### config.mk
export PLATFORM = sky130hd
export DESIGN_NAME = mii_tx_if
export DESIGN_NICKNAME = d
export VERILOG_FILES = /design/src/rtl/mtx_pkg.sv /design/src/rtl/mtx_shifter.sv /design/src/rtl/mtx_launch.sv /design/src/rtl/mii_tx_if.sv
export SDC_FILE = /design/constraint.sdc
export NUM_CORES = 1
export LEC_CHECK = 0
export ABC_CLOCK_PERIOD_IN_PS = 4500
export BUFFER_PORTS_ARGS = -buffer_cell sky130_fd_sc_hd__buf_4
export CORE_MARGIN = 3
export CORE_UTILIZATION = 55
export CTS_CLUSTER_SIZE = 8
export DETAILED_ROUTE_END_ITERATION = 10
export PLACE_DENSITY_LB_ADDON = 0.15
export SYNTH_ARGS = -nofsm -noshare
export SYNTH_HDL_FRONTEND = slang
export SYNTH_SLANG_ARGS = --single-unit
export TNS_END_PERCENT = 30
### constraint.sdc
create_clock -name tx_clk -period 4.5 [get_ports tx_clk]
set_clock_uncertainty 0.1 [all_clocks]
set_input_delay 0 -clock tx_clk [delete_from_list [all_inputs] [get_ports tx_clk]]
set_output_delay 0 -clock tx_clk [all_outputs]
set_load 0.02 [all_outputs]
### src/rtl/mtx_pkg.sv
package mtx_pkg;
  localparam int unsigned LANES = 4;

  typedef struct packed {
    logic             en;
    logic [LANES-1:0] d;
  } phy_word_t;
endpackage

### src/rtl/mtx_shifter.sv
module mtx_shifter
  import mtx_pkg::*;
#(
  parameter int unsigned DATA_W = 8,
  parameter int unsigned NIB_W  = 4
) (
  input  logic              clk,
  input  logic              rst_n,
  input  logic              ser,
  input  logic              in_valid,
  input  logic [DATA_W-1:0] in_data,
  input  logic              in_sof,
  input  logic              in_eof,
  output logic              in_ready,
  output phy_word_t         word_q
);
  localparam int unsigned MII_UNITS = DATA_W / NIB_W;
  localparam int unsigned SER_UNITS = DATA_W;
  localparam int unsigned REM_W     = $clog2(SER_UNITS);

  logic [DATA_W-1:0] shreg;
  logic [REM_W-1:0]  rem;
  logic              last_q;
  logic              take;

  function automatic logic [LANES-1:0] unit_of(input logic [DATA_W-1:0] b, input logic s);
    logic [LANES-1:0] u;
    u = '0;
    if (s) u[0] = b[0];
    else   u[NIB_W-1:0] = b[NIB_W-1:0];
    return u;
  endfunction

  function automatic logic [DATA_W-1:0] rest_of(input logic [DATA_W-1:0] b, input logic s);
    return s ? (b >> 1) : (b >> NIB_W);
  endfunction

  assign in_ready = !word_q.en || (rem == '0 && !last_q);
  assign take     = in_valid && in_ready;

  always_ff @(posedge clk or negedge rst_n) begin
    if (!rst_n) begin
      word_q <= '0;
      shreg  <= '0;
      rem    <= '0;
      last_q <= 1'b0;
    end else if (take && (word_q.en || in_sof)) begin
      word_q.en <= 1'b1;
      word_q.d  <= unit_of(in_data, ser);
      shreg     <= rest_of(in_data, ser);
      rem       <= ser ? REM_W'(SER_UNITS - 1) : REM_W'(MII_UNITS - 1);
      last_q    <= in_eof;
    end else if (word_q.en && rem != '0) begin
      word_q.d <= unit_of(shreg, ser);
      shreg    <= rest_of(shreg, ser);
      rem      <= rem - 1'b1;
    end else if (word_q.en) begin
      word_q <= '0;
    end
  end
endmodule

### src/rtl/mtx_launch.sv
module mtx_launch
  import mtx_pkg::*;
(
  input  logic      clk,
  input  logic      rst_n,
  input  logic      ser,
  input  phy_word_t rise_w,
  output phy_word_t line_w
);
  phy_word_t fall_q;

  always_ff @(negedge clk or negedge rst_n) begin
    if (!rst_n) fall_q <= '0;
    else        fall_q <= rise_w;
  end

  assign line_w = ser ? fall_q : rise_w;
endmodule

### src/rtl/mii_tx_if.sv
module mii_tx_if
  import mtx_pkg::*;
#(
  parameter int unsigned DATA_W = 8,
  parameter int unsigned NIB_W  = 4
) (
  input  logic              tx_clk,
  input  logic              rst_n,
  input  logic              ser_mode,
  input  logic              in_valid,
  output logic              in_ready,
  input  logic [DATA_W-1:0] in_data,
  input  logic              in_sof,
  input  logic              in_eof,
  output logic              tx_en,
  output logic [LANES-1:0]  tx_d
);
  phy_word_t rise_w;
  phy_word_t line_w;

  mtx_shifter #(.DATA_W(DATA_W), .NIB_W(NIB_W)) u_shift (
    .clk      (tx_clk),
    .rst_n    (rst_n),
    .ser      (ser_mode),
    .in_valid (in_valid),
    .in_data  (in_data),
    .in_sof   (in_sof),
    .in_eof   (in_eof),
    .in_ready (in_ready),
    .word_q   (rise_w)
  );

  mtx_launch u_launch (
    .clk    (tx_clk),
    .rst_n  (rst_n),
    .ser    (ser_mode),
    .rise_w (rise_w),
    .line_w (line_w)
  );

  assign tx_en = line_w.en;
  assign tx_d  = line_w.d;
endmodule

# Word level (Yosys, flattened, before mapping)
# Index checks and enable logic that the tools add are counted.
# totals
ff_bits,22
input_bits,14
# op_classes
addsub,1
eq_ne,1
n_mux,14
n_reduce_logical,12
# ops
cell,count
$mux W8,2
$mux W3,5
$mux W7,2
$mux W5,2
$mux W4,2
$reduce_bool A3 Y1,2
$logic_and A1 B1 Y1,4
$logic_not A3 Y1,1
$sub A3 B1 Y3 const B,1
$logic_not A1 Y1,2
$logic_or A1 B1 Y1,2
$ne A2 B1 Y1 const B,1
$reduce_bool A2 Y1,1
$mux W1,1

# Logic depth before layout (Yosys ltp)
# Gate-level depths: netlist (run 1).
# depth
word_depth,6
depth_mapped,7
mapped_depth_nobuf,6

# Cells and area by module
# A second synthesis (run 1) with hierarchy kept.
# hier_totals
cells_unflattened,89
area_unflattened_um2,1066.0
# by_module_without_submodules
mod,instances,cells_each,area_per_inst_um2
mtx_shifter,1,79,884.6
mtx_launch,1,10,181.4

==> impl_results.md, run 1 <==
* GRT Resource Usage Total at 21.1%
* CTS root buf: clkbuf_4
* Initial Util at 60.1%
* Largest net degree at the start of global routing at 22
* Die Y at 50.2 um
* Vias per cell at approximately 5.7
* Post-CTS Setup Inserts at 0
* Combinational share of power at between 40% and 50%
* Max-cap violations at 0
* RSZ-0062 raised after global routing: false
* Antenna viol nets, final at 0
* Layout cell share with drive strength beyond 1 at 30.5%
* Cell row count at 15
* Setup TNS at 0 ps
* First-pass GRT wire length at 4030 um
* TritonCTS Buffers at 3
* Final Hold Fails at 0
* Longest Clk Path Bufs at 2
* H-tree depth at 1
* GP Congestion at ~0.81
* Initial antenna violation count at 0
* Sequential element share of the synthesized area at 49.0%
* Fraction of synthesized area in multiplexers at between 10% and 20%
* CP startpoint kind: flop
* Worst Hold Class: input pin to asynchronous set/reset pin
* Worst Path Arrival at 3300 ps
* GRT Residual Overflow at 0
* Worst Path Required at 4400 ps
* Drt drc at 0
* Post-synthesis register bit count at 21
* Antenna Cells at 0
* Rel. slew slack at 76.6%
* Sequential share of power at 39.6%
* Clock slew at reported path FFs at 110 ps
* FFs w/ async S/R, synth at 100%
* Core Area at 0.00178 mm2
* Width of the die at 50.2 um
* Switching pwr at 0.292 mW
* Pint at between 0.4 and 0.5 mW
* Avg WL per Cell at 15.1 um
* Power Total at 0.789 mW
* Adder-cell share of the synthesized area at around 2.3%
* Sink Count at 21
* Syn_area_per_cell at 11.3 um2
* Yosys cell types at 32
* YS warnings at 0
* First DRT Iteration DRCs at 12
* Dpl hpwl at 1510 um
* Skew-Pair Late Insertion Delay at 300 ps
* Layout area overhead at 31.5%
* Port buffer count at 19
* Sw Share at 37.1%
* Main synth FF type: dfrtp_1
* Die area at 0.00252 mm2
* Compound-Gate Fraction of Synth Area at 17.7%
* LEAKAGE at approximately 0.7 nW
* # nets final at 148
* Setup violators final at 0
* Final Max Tran Viols at 0
* PwrDens at between 500 and 600 mW/mm2
* Number of global-route vias before repair at just over 900
* Post-synth EDFFs at 0
* Filler Cell Count at ~110
* Status: finished, final reports clean
* Peak supply drop at 380 uV
* TritonCTS clock tree: done
* Mapped Area at around 0.0011 mm2
* Syn_nets at 111
* I/O Pins at 20
* Worst-margin pin slew at 352 ps
* CP startpoint: u_launch.fall_q[0]
* Synth Area in Simple Gates at 13.4%
* XOR/XNOR share of the synthesized area at 0%
* WS Path Type: flop to output pin
* Main combinational cell family by area after synthesis: compound AO/OA/AOI/OAI gates
* CP Max Fanout at 1
* Worst Setup End Kind: output pin
* Worst hold slack at ~5 ps
* Clock share of power at 11.4%
* Detailed-route wire length at 2350 um
* Cell count after synthesis at 95
* Worst R2R Start: u_shift.word_q[4]
* Via count at slightly below 900
* Pre-antenna DRT Iters at 4
==> cells in the final DEF (no fill, tap or decap), types with 2 or more instances in the layout <==
cell type	netlist	routed
inv_1	5	5
o21ai_2	2	2
nand3_1	4	4
a21oi_1	5	5
ha_1	2	2
dfrtp_1	16	16
nor2_1	5	5
clkbuf_4	0	3
a32oi_1	3	3
dfrtn_1	5	5
buf_4	0	19
nand2_1	6	6
and3_1	2	2
a21o_2	4	4
mux2_2	5	5
a221o_1	2	2
o22ai_1	3	3
mux2i_1	8	8
dlygate4sd3_1	0	17
==> cells in the mapped netlist (all sizes together) (2+ instances only) <==
cell type / count / area, um2
a32oi: 3 / 26.3
o22ai: 3 / 18.8
and2b: 2 / 16.3
buf: 4 / 32.5
inv: 5 / 18.8
mux2i: 8 / 80.1
a221o: 2 / 20.0
nand2: 6 / 22.5
a21o: 4 / 35.0
nand3: 4 / 20.0
nor2: 5 / 18.8
and2: 2 / 16.3
and3: 3 / 20.0
mux2: 5 / 56.3
ha: 2 / 25.0
o21ai: 3 / 22.5
dfrtn: 5 / 125
dfrtp: 16 / 400
a21oi: 5 / 25.0
==> per-layer routing <==
layer | vias up | part of all wire (%) | track usage [%] | wire length (um)
li1 | 423 | - | - | -
met1 | 436 | 43 | 26.4 | 1010
met2 | 27 | 51 | 35.0 | 1190
met3 | 7 | 4.2 | 3.26 | 98
met4 | 0 | 2.4 | 10.6 | 57
met5 | - | 0 | 0 | 0
==> repair_timing <==
action,4_1_cts,5_1_grt
hold buffers,17,0
endpoints found under the hold margin,25,0
resized for setup,0,0
==> flip-flops by register name, summed over array words and instances, names as in the netlist <==
register         cells
u_shift.rem          3
u_shift.shreg        7
u_shift.last_q       1
u_launch.fall_q      5
u_shift.word_q       5
==> worst paths after layout <==
| kind | end | depth (start not counted) | slack [ps] |
|---|---|---|---|
| setup / recovery | tx_d[0] | 2 | 1100 |
| hold / removal | u_shift.word_q[3] | 2 | 5 |
| setup reg to reg | u_launch.fall_q[4] | 0 | 1430 |
| hold reg to reg | u_shift.shreg[0] | 1 | 400 |
| max in group asynchronous | u_launch.fall_q[1] | 2 | 1910 |
| min in group tx_clk | u_shift.shreg[6] | 4 | 20 |
==> cells by family after synthesis <==
kind of cell	after synthesis
buf+inv	9
flops	21
mux	13
fa+ha+maj	2
simple gates	25
compound gates	25
==> power by group through the flow <==
stage / sequential (mW) / combinational [mW] / clock (mW)
6_report: 0.313 / 0.387 / 0.0897
5_1_grt: 0.322 / 0.426 / 0.102
4_1_cts: 0.312 / 0.384 / 0.0935
3_5_place_dp: 0.316 / 0.341 / 0
3_3_place_gp: 0.312 / 0.331 / 0
2_1_floorplan: 0.297 / 0.273 / 0
==> worst max-delay path, cell delays in order, from the launching register on <==
cell and delay (ps):
dfrtn_1 330, mux2_2 260, buf_4 160
==> per-stage QoR <==
stage                     utilization, %  setup slack (ps)  std cells  instance area (um2)
final                               79.1              1100        156                 1410
after global routing                79.1              1050        156                 1410
after CTS                           79.1              1090        156                 1410
after detailed placement            68.1              1420        135                 1210
after global placement              68.1              1450        135                 1210
after floorplan                        -              1540         95                 1070
==> final cells by class <==
type / count / area, um2 / share of cell area, %
inverters: 5 / 18.8 / 1.33
clock buffers: 4 / 26.3 / 1.86
well taps: 25 / 31.3 / 2.22
flip-flops and latches: 21 / 526 / 37.3
multi-input cells: 65 / 495 / 35.1
repair buffers: 36 / 313 / 22.2
Power figures use the tool's default switching activity.
==> inputs of run 2 (changes only) <==
--- a/config.mk
+++ b/config.mk
@@ -5,10 +5,10 @@
 export SDC_FILE = /design/constraint.sdc
 export NUM_CORES = 1
 export LEC_CHECK = 0
-export ABC_CLOCK_PERIOD_IN_PS = 4500
+export ABC_CLOCK_PERIOD_IN_PS = 2900
 export BUFFER_PORTS_ARGS = -buffer_cell sky130_fd_sc_hd__buf_4
 export CORE_MARGIN = 3
-export CORE_UTILIZATION = 55
+export CORE_UTILIZATION = 48
 export CTS_CLUSTER_SIZE = 8
 export DETAILED_ROUTE_END_ITERATION = 10
 export PLACE_DENSITY_LB_ADDON = 0.15
==> constraint.sdc (replaced) <==
create_clock -name tx_clk -period 2.9 [get_ports tx_clk]
set_clock_uncertainty 0.1 [all_clocks]
set_input_delay 0 -clock tx_clk [delete_from_list [all_inputs] [get_ports tx_clk]]
set_output_delay 0 -clock tx_clk [all_outputs]
set_load 0.02 [all_outputs]
==> impl_results.md, run 2 (same netlist as run 1, synthesis figures left out) <==
* First-pass GRT wire length at 3910 um (-2.9%)
* Worst Setup End Kind: output pin
* Sink Count at 21 (unchanged)
* Final Max Tran Viols at 0 (unchanged)
* Worst hold slack at -1.41 ps (-6.42 ps)
* # nets final at 148 (unchanged)
* Setup slack, reg-to-reg at 570 ps (-860 ps)
* Most frequent cells in the layout: buf_4, dlygate4sd3_1, dfrtp_1, mux2i_1, nand2_1
* Largest net degree at the start of global routing at 22 (unchanged)
* Antenna Cells at 0 (unchanged)
* Peak supply drop at 810 uV (+110%)
* Core Area at 0.00204 mm2 (+15%)
* Final WS setup at 299 ps (-800 ps)
* Routed wl met2 at 1070 um (-9.9%)
* CP Max Fanout at 1 (unchanged)
* RR Endpoint: u_shift.word_q[1]
* GRT Resource Usage Total at 19.4% (-1.7 points)
* Rel. slew slack at 77.1% (+0.50 points)
* Vias per cell at 5.62 (-1.8%)
* Detailed-route wire length at 2270 um (-3.3%)
* Uppermost layer routed: met4
* Max-cap violations at 0 (unchanged)
* Clock slew at reported path FFs at 120 ps (about the same)
* TritonCTS clock tree: done
* Avg WL per Cell at 14.4 um (-4.5%)
* Dpl ws at 633 ps (-791 ps)
* Cell row count at 16 (+1)
* Post-cts resize count at 0 (unchanged)
* DP Area at 0.00122 mm2 (+0.21%)
* Longest Clk Path Bufs at 2 (unchanged)
* Number of global-route vias before repair at 845 (-6.6%)
* Worst path cell trace: mux2_2 > buf_4
* Worst Hold Class: input pin to asynchronous set/reset pin
* Drt drc at 0 (unchanged)
* Final Hold Fails at 2 (+2)
* H-tree depth at 1 (unchanged)
* I/O Pins at 20 (unchanged)
* Worst R2R Start: u_shift.rem[0]
* Met3 WL at 106 um (+8.2%)
* Die area at 0.00284 mm2 (+13%)
* FF-to-FF path depth at 7 (+7)
* Skew-Pair Late Insertion Delay at 310 ps (about the same)
* First DRT Iteration DRCs at 27 (+15)
* TritonCTS Buffers at 3 (unchanged)
* Setup TNS at 0 ps (unchanged)
* Antenna viol nets, final at 0 (unchanged)
* Design area at 0.00141 mm2 (+0.18%)
* CP startpoint: u_launch.fall_q[4]
* Failing checks: hold timing
* Width of the die at 53.3 um (+6.2%)
* Layout area overhead at 31.7%
* Pre-antenna DRT Iters at 4 (unchanged)
* Slowest cell on the critical path: dfrtn_1
* Dpl hpwl at 1530 um (+1.2%)
* Status: complete, but fails checks
* Max incr delay on CP at 340 ps (about the same)
* Layout cell share with drive strength beyond 1 at 30.5% (unchanged)
* Worst Path Arrival at 2500 ps (-800 ps)
* Setup violators final at 0 (unchanged)
* Worst Path Required at 2800 ps (-1600 ps)
* Top Registers: u_shift.shreg: 7 flops, u_launch.fall_q: 5 flops, u_shift.word_q: 5 flops
* CTS root buf: clkbuf_4
* RSZ-0062 raised after global routing: false
* Largest register FFs at 7 (unchanged)
* PwrDens at 867 mW/mm2 (+55%)
* Initial antenna violation count at 0 (unchanged)
* Commonest non-fill, non-tap cell in the layout: buf_4
* GRT Residual Overflow at 0 (unchanged)
* Post-CTS Setup Inserts at 0 (unchanged)
* Port buffer count at 19 (unchanged)
* Reg with most FFs: u_shift.shreg
* Via count at 888 (-0.56%)
* Initial Util at 52.5% (-7.6 points)
* CP startpoint kind: flop
* WS Path Type: flop to output pin
* LEAKAGE at 0.708 nW (unchanged)
* Die Y at 53.3 um (+6.2%)
* Worst-margin pin slew at 344 ps (-7.44 ps)
* Met1 wire length at 1070 um (+6.3%)
* GP Congestion at 0.822 (+1.9%)
==> run 2: cell counts in the layout (fill, tap and decap cells not counted) <==
Identical to the previous run, type by type.
==> run 2: final cells by class <==
cell class | instances | area [um2]
Sequential cell | 21 | 526
Tap cell | 27 | 33.8
Fill cell | 163 | 629
Multi-Input combinational cell | 65 | 495
Timing Repair Buffer | 36 | 313
Inverter | 5 | 18.8
Clock buffer | 4 | 26.3
==> run 2: worst max path at each step <==
stage	end	slack, ps	cells past startpoint
5_1_grt	tx_d[2]	260	2
4_1_cts	tx_d[2]	290	2
3_5_place_dp	tx_d[1]	630	2
2_1_floorplan	tx_d[0]	740	1
3_3_place_gp	tx_en	640	2
6_report	tx_en	300	2
==> run 2: per-layer routing <==
layer	global-route usage (%)	vias to the layer above
met3	3.94	4
met1	27.2	443
met5	0	-
met2	28.8	21
li1	-	420
met4	8.51	0
==> run 2: power by group <==
group,total (mW),leakage [nW],internal [mW],switching [mW]
Sequential,0.486,0.269,0.410,0.0769
Clock,0.141,0.0150,0.0537,0.0875
Combinational,0.596,0.424,0.307,0.289
==> run 2: stage by stage <==
stage / instances / hold WS (ps) / util, % / power (mW)
after floorplan: 95 / -396 / - / 0.884
after global placement: 137 / -202 / 59.6 / 1.00
after detailed placement: 137 / -199 / 59.6 / 1.02
after CTS: 158 / 5.19 / 69.2 / 1.23
after global routing: 158 / 1.37 / 69.2 / 1.32
final: 158 / -1.41 / 69.2 / 1.22
==> run 2: what timing repair did <==
action	4_1_cts	5_1_grt
setup endpoints to repair	0	0
hold endpoints to repair	25	0
hold buffers	17	0
==> run 2: critical path, delay by kind of cell (launching register included) <==
kind,cells,cell delay [ps]
buffers and inverters,1,160
multiplexers,1,260
flip-flops,1,340
